$ cat src/rtl/nco_pkg.sv
`timescale 1ns/1ps
package nco_pkg;

    typedef enum logic {
        SHAPE_PULSE  = 1'b0,
        SHAPE_TOGGLE = 1'b1
    } shape_e;

    // Accumulator widths the block is built for.
    function automatic bit acc_width_ok(int w);
        return (w == 16) || (w == 20);
    endfunction

endpackage

$ cat src/rtl/nco_phase_acc.sv
`timescale 1ns/1ps
module nco_phase_acc #(
    parameter int ACC_W = 16
) (
    input  logic             clk,
    input  logic             rst,
    input  logic             enable,
    input  logic [ACC_W-1:0] inc_value,
    input  logic             inc_write,
    output logic [ACC_W-1:0] acc_q,
    output logic             tick_q
);
    import nco_pkg::*;

    localparam int SUM_W = ACC_W + 1;

    generate
        if (!acc_width_ok(ACC_W)) begin : g_bad_width
            $error("nco_phase_acc: ACC_W must be 16 or 20");
        end
    endgenerate

    logic [ACC_W-1:0] inc_act;
    logic [ACC_W-1:0] inc_pend;
    logic             pend_v;
    logic [SUM_W-1:0] sum_c;
    logic             carry_c;
    logic             swap_c;

    always_comb begin
        sum_c   = {1'b0, acc_q} + {1'b0, inc_act};
        carry_c = enable & sum_c[ACC_W];
        swap_c  = pend_v & (carry_c | (inc_act == '0));
    end

    always_ff @(posedge clk) begin
        if (rst) begin
            acc_q    <= '0;
            tick_q   <= 1'b0;
            inc_act  <= '0;
            inc_pend <= '0;
            pend_v   <= 1'b0;
        end else begin
            if (enable) begin
                acc_q <= sum_c[ACC_W-1:0];
            end
            tick_q <= carry_c;
            if (swap_c) begin
                inc_act <= inc_pend;
            end
            if (inc_write) begin
                inc_pend <= inc_value;
                pend_v   <= 1'b1;
            end else if (swap_c) begin
                pend_v <= 1'b0;
            end
        end
    end


    acc_freeze_chk: assert property (@(posedge clk) disable iff (rst)
        !enable |=> $stable(acc_q));


    tick_needs_run_chk: assert property (@(posedge clk) disable iff (rst)
        tick_q |-> $past(enable));


    zero_inc_quiet_chk: assert property (@(posedge clk) disable iff (rst)
        (inc_act == '0) |=> !tick_q);


    inc_hold_chk: assert property (@(posedge clk) disable iff (rst)
        ((inc_act != '0) && !carry_c) |=> $stable(inc_act));

endmodule

$ cat src/rtl/nco_shaper.sv
`timescale 1ns/1ps
module nco_shaper #(
    parameter int PW_W = 8
) (
    input  logic            clk,
    input  logic            rst,
    input  logic            enable,
    input  logic            tick,
    input  nco_pkg::shape_e shape,
    input  logic [PW_W-1:0] pulse_len,
    output logic            raw_out
);
    import nco_pkg::*;

    logic [PW_W-1:0] width_cnt;
    logic            tgl_q;

    always_ff @(posedge clk) begin
        if (rst || !enable) begin
            width_cnt <= '0;
            tgl_q     <= 1'b0;
        end else begin
            if (tick) begin
                width_cnt <= pulse_len;
            end else if (width_cnt != '0) begin
                width_cnt <= width_cnt - 1'b1;
            end
            if (tick && (shape == SHAPE_TOGGLE)) begin
                tgl_q <= ~tgl_q;
            end
        end
    end

    always_comb begin
        if (!enable) begin
            raw_out = 1'b0;
        end else if (shape == SHAPE_TOGGLE) begin
            raw_out = tgl_q;
        end else begin
            raw_out = (width_cnt != '0);
        end
    end


    pulse_start_chk: assert property (@(posedge clk) disable iff (rst)
        (enable && tick && (shape == SHAPE_PULSE) && (pulse_len != '0))
        |=> (raw_out || !enable));


    toggle_flip_chk: assert property (@(posedge clk) disable iff (rst)
        (enable && tick && (shape == SHAPE_TOGGLE)) |=> (tgl_q != $past(tgl_q)));


    toggle_hold_chk: assert property (@(posedge clk) disable iff (rst)
        (enable && !tick) |=> $stable(tgl_q));

endmodule

$ cat src/rtl/nco_pulse_gen.sv
`timescale 1ns/1ps
module nco_pulse_gen #(
    parameter int ACC_W = 16,
    parameter int PW_W  = 8
) (
    input  logic             clk,
    input  logic             rst,
    input  logic             enable,
    input  logic [ACC_W-1:0] inc_value,
    input  logic             inc_write,
    input  logic             shape_sel,
    input  logic [PW_W-1:0]  pulse_len,
    input  logic             invert,
    output logic [ACC_W-1:0] acc_value,
    output logic             ovf_strobe,
    output logic             nco_out
);
    import nco_pkg::*;

    logic   tick;
    logic   raw;
    shape_e shape;

    assign shape = shape_e'(shape_sel);

    nco_phase_acc #(.ACC_W(ACC_W)) u_acc (
        .clk       (clk),
        .rst       (rst),
        .enable    (enable),
        .inc_value (inc_value),
        .inc_write (inc_write),
        .acc_q     (acc_value),
        .tick_q    (tick)
    );

    nco_shaper #(.PW_W(PW_W)) u_shape (
        .clk       (clk),
        .rst       (rst),
        .enable    (enable),
        .tick      (tick),
        .shape     (shape),
        .pulse_len (pulse_len),
        .raw_out   (raw)
    );

    assign ovf_strobe = tick;
    assign nco_out    = raw ^ invert;


    idle_level_chk: assert property (@(posedge clk) disable iff (rst)
        !enable |-> (nco_out == invert));


    polarity_chk: assert property (@(posedge clk) disable iff (rst)
        (enable && (shape == SHAPE_PULSE) && ovf_strobe && (pulse_len != '0))
        |=> (nco_out != invert) || !enable);

endmodule

$ cat config.mk
export PLATFORM = sky130hd
export DESIGN_NAME = nco_pulse_gen
export DESIGN_NICKNAME = d
export VERILOG_FILES = /design/src/rtl/nco_pkg.sv /design/src/rtl/nco_phase_acc.sv /design/src/rtl/nco_shaper.sv /design/src/rtl/nco_pulse_gen.sv
export SDC_FILE = /design/constraint.sdc
export NUM_CORES = 1
export LEC_CHECK = 0
export CAP_MARGIN = 40
export CORE_MARGIN = 4
export CORE_UTILIZATION = 58
export DETAILED_ROUTE_END_ITERATION = 6
export GPL_TIMING_DRIVEN = 0
export HOLD_SLACK_MARGIN = 0.1
export PLACE_DENSITY = 0.86
export SYNTH_ARGS = -nofsm -noshare
export SYNTH_HDL_FRONTEND = slang
export SYNTH_SLANG_ARGS = --single-unit
$ cat constraint.sdc
create_clock -name clk -period 6.3 [get_ports clk]
set_input_delay 0.63 -clock clk [delete_from_list [all_inputs] [get_ports clk]]
set_output_delay 0.63 -clock clk [all_outputs]
set_load 0.05 [all_outputs]
==> results_dict.tcl <==
set metrics [dict create \
    ys.flop_type "dfxtp_1" \
    vdd_drop_max_uv 281.4 \
    yosysWarnings 0 \
    p_leak_nw 1.556 \
    reg2reg_slack_ns 3.65 \
    core_mm2 0.005107 \
    synth_edf_count 0 \
    die_area_mm2 0.006486 \
    postSynthCellCount 336 \
    n_fill_cell 405 \
    grt-ovfl-total 0 \
    cts_sinks 59 \
    critPathTopFamily "simple AND/OR/NAND/NOR gates" \
    syn_area_mm2 0.003052 \
    r2r_cells 9 \
    cp-start-kind "register" \
    synth_top_area_cell "dfxtp_1" \
    required_ns 5.67 \
    cts_buffers 9 \
    cp-end-kind "output pin" \
    drtIter0Drc 169 \
    cp_slowest_cell "clkdlybuf4s50_1" \
    cpPeakStageDelay_ns 0.81 \
    syn_nets 385 \
    tightest_slew_ns 0.7805 \
    die_w_um 80.54 \
    final_net_count 441 \
    ys_ff_latch 59 \
    final_cell_area_mm2 0.003771 \
    rsz0062_at_grt "no" \
    routedWlPerCell_um 14.59 \
    final_cell_mix "59 x dfxtp_1, 57 x nor2_1, 45 x clkdlybuf4s50_1" \
    dr_total_vias 2625 \
    worstHoldPathCells 2 \
    cts_hold_buf 0 \
    cp_max_fo 9 \
    final_common_cell "dfxtp_1" \
    vias_per_cell 5.645 \
    io_pins 48 \
    cts-root-buf "clkbuf_8" \
    grt_max_degree 11 \
    cts_max_level 3 \
    seq_area_frac_synth 0.3870 \
    ys_types 46 \
    area_growth_pct 23.58 \
    place_hpwl_um 5158 \
    yosys.area.top_type_share 0.3870 \
    fin_setup_tns_ns 0 \
    gp_congestion 0.9035 \
    cts_setup_buffers 0 \
    fin_crit_sh 0.5716 \
    syn_avg_cell_area_um2 9.082 \
    status "finished clean" \
    p_per_area_mw_per_mm2 330.5 \
    maxSlewHeadroom 0.4796 \
    port_buffers 45 \
    insertion_delay_ns 0.33 \
    cp.arrival_ns 2.97 \
    clock.fmax_mhz 277.7 \
    clock_path_buffers 2 \
    hold_end "u_acc.acc_q[13]" \
    crit_type "register to output pin" \
    dr.pass1.iters 4 \
    final_antenna_net_count 0 \
    post_cts_resized 0 \
    async_reset_ff_frac 0 \
    first_global_vias 2510 \
    clkSlewWorstSetupHoldPaths_ns 0.06 \
    grt_first_pass_wirelength_um 11520 \
    grt_antenna_before_repair 0 \
    drive_above_1_share 0.06329 \
    path_cells "or4_4 -> nor4b_4 -> o21ai_0 -> nand2_1 -> xnor2_1 -> clkdlybuf4s50_1" \
    hp-class "register to register" \
    start_util 0.5975 \
    holdCritStartpoint "u_acc.acc_q[13]" \
    finalClockSkew_ns 0.004437 \
    num_antenna_cells 0 \
    post-route-drc-count 0 \
    max-cap-violations 0 \
    reg2reg_to "u_acc.inc_act[15]" \
    critPathBufInv 1 \
    wirelength_um 6784 \
    cts_tree "yes" \
    finalHoldViolations 0 \
    core.rowCount 26 \
    setup-violations-final 0 \
    track_usage 0.2312 \
    slew_violations 0 \
    rr_startpoint "u_acc.inc_act[0]" \
    die_y_um 80.54 \
    synthTopCellsByArea "dfxtp_1 39%, mux2i_1 14%, ha_1 7.4%" \
    placed_area_mm2 0.003590 \
    fin_crit_ns 3.601 \
]
[worst register-to-register path: cells and delay by family, from the launching register on]
kind            cells  cell delay, ns
compound gates      4            1.09
fa+ha+maj           2            0.67
flops               1            0.34
buf+inv             1            0.22
mux                 1            0.14
simple gates        1            0.06
[routing by layer]
| layer | vias to the layer above | share of wire | global-route usage |
|---|---|---|---|
| li1 | 1298 | - | - |
| met1 | 1232 | 0.44 | 0.2815 |
| met2 | 81 | 0.48 | 0.3767 |
| met3 | 14 | 0.052 | 0.05045 |
| met4 | 0 | 0.027 | 0.1267 |
| met5 | - | 0 | 0 |
[how the worst max path moves through the flow]
stage	startpoint	endpoint	slack (ns)	depth (start not counted)
floorplan	enable	nco_out	3.47	4
global placement	enable	nco_out	2.96	5
detailed placement	enable	nco_out	2.94	5
CTS	u_shape.width_cnt[2]	nco_out	2.68	6
global route	u_shape.width_cnt[2]	nco_out	2.54	6
finish	u_shape.width_cnt[2]	nco_out	2.70	6
[state kept, by name (all words and copies together), names as in the netlist]
signal and cells:
u_acc.inc_act 16, u_acc.inc_pend 16, u_acc.pend_v 1, u_acc.tick_q 1, u_shape.width_cnt 8, u_acc.acc_q 16
u_shape.tgl_q 1
[Yosys cell counts, types with 2 or more instances]
cell,number
dfxtp_1,59
nor2_1,57
mux2i_1,42
nand2_1,25
a21oi_1,20
ha_1,18
o21ai_0,13
xnor2_1,13
inv_1,9
clkbuf_1,8
nor4_1,7
xor2_1,7
a211oi_1,5
nor3_1,5
o211ai_1,5
nand3_1,4
o22ai_1,4
a21o_1,3
a31oi_1,2
buf_1,2
nand4_1,2
nor2b_1,2
[layout make-up]
type                    count  area [um2]  area share
plain buffers              12       62.56     0.01659
clock buffers              11       141.4     0.03749
clock inverters             3       40.04     0.01062
inverters                  10       37.54    0.009954
multi-input cells         255        1770      0.4695
flip-flops and latches     59        1181      0.3132
well taps                  70       87.58     0.02322
repair buffers             45       450.4      0.1194
[per-stage QoR]
step | cells | hold slack [ns] | power [mW] | utilization | setup slack (ns)
final | 465 | 0.4789 | 1.247 | 0.7384 | 2.699
after global routing | 465 | 0.4967 | 1.336 | 0.7384 | 2.542
after CTS | 465 | 0.4870 | 1.255 | 0.7384 | 2.681
after detailed placement | 451 | 0.4825 | 0.9257 | 0.7028 | 2.938
after global placement | 451 | 0.4749 | 0.9073 | 0.7028 | 2.962
after floorplan | 336 | 0.4601 | 0.8280 | - | 3.471
[power breakdown]
part           internal (mW)  switching (mW)
clock                  0.188           0.136
combinational          0.234           0.240
sequential             0.411          0.0373
[cells by family after synthesis]
logic type / Yosys count / synth area share
AOI/OAI and AO/OA: 61 / 0.1312
xor gates and xnor gates: 20 / 0.05740
adders and majority gates: 19 / 0.08036
buffers and inverters: 22 / 0.03280
DFF: 59 / 0.3870
muxes: 42 / 0.1378
and+or+nand+nor: 113 / 0.1734
Note: power is estimated with default switching activity, not from simulation.
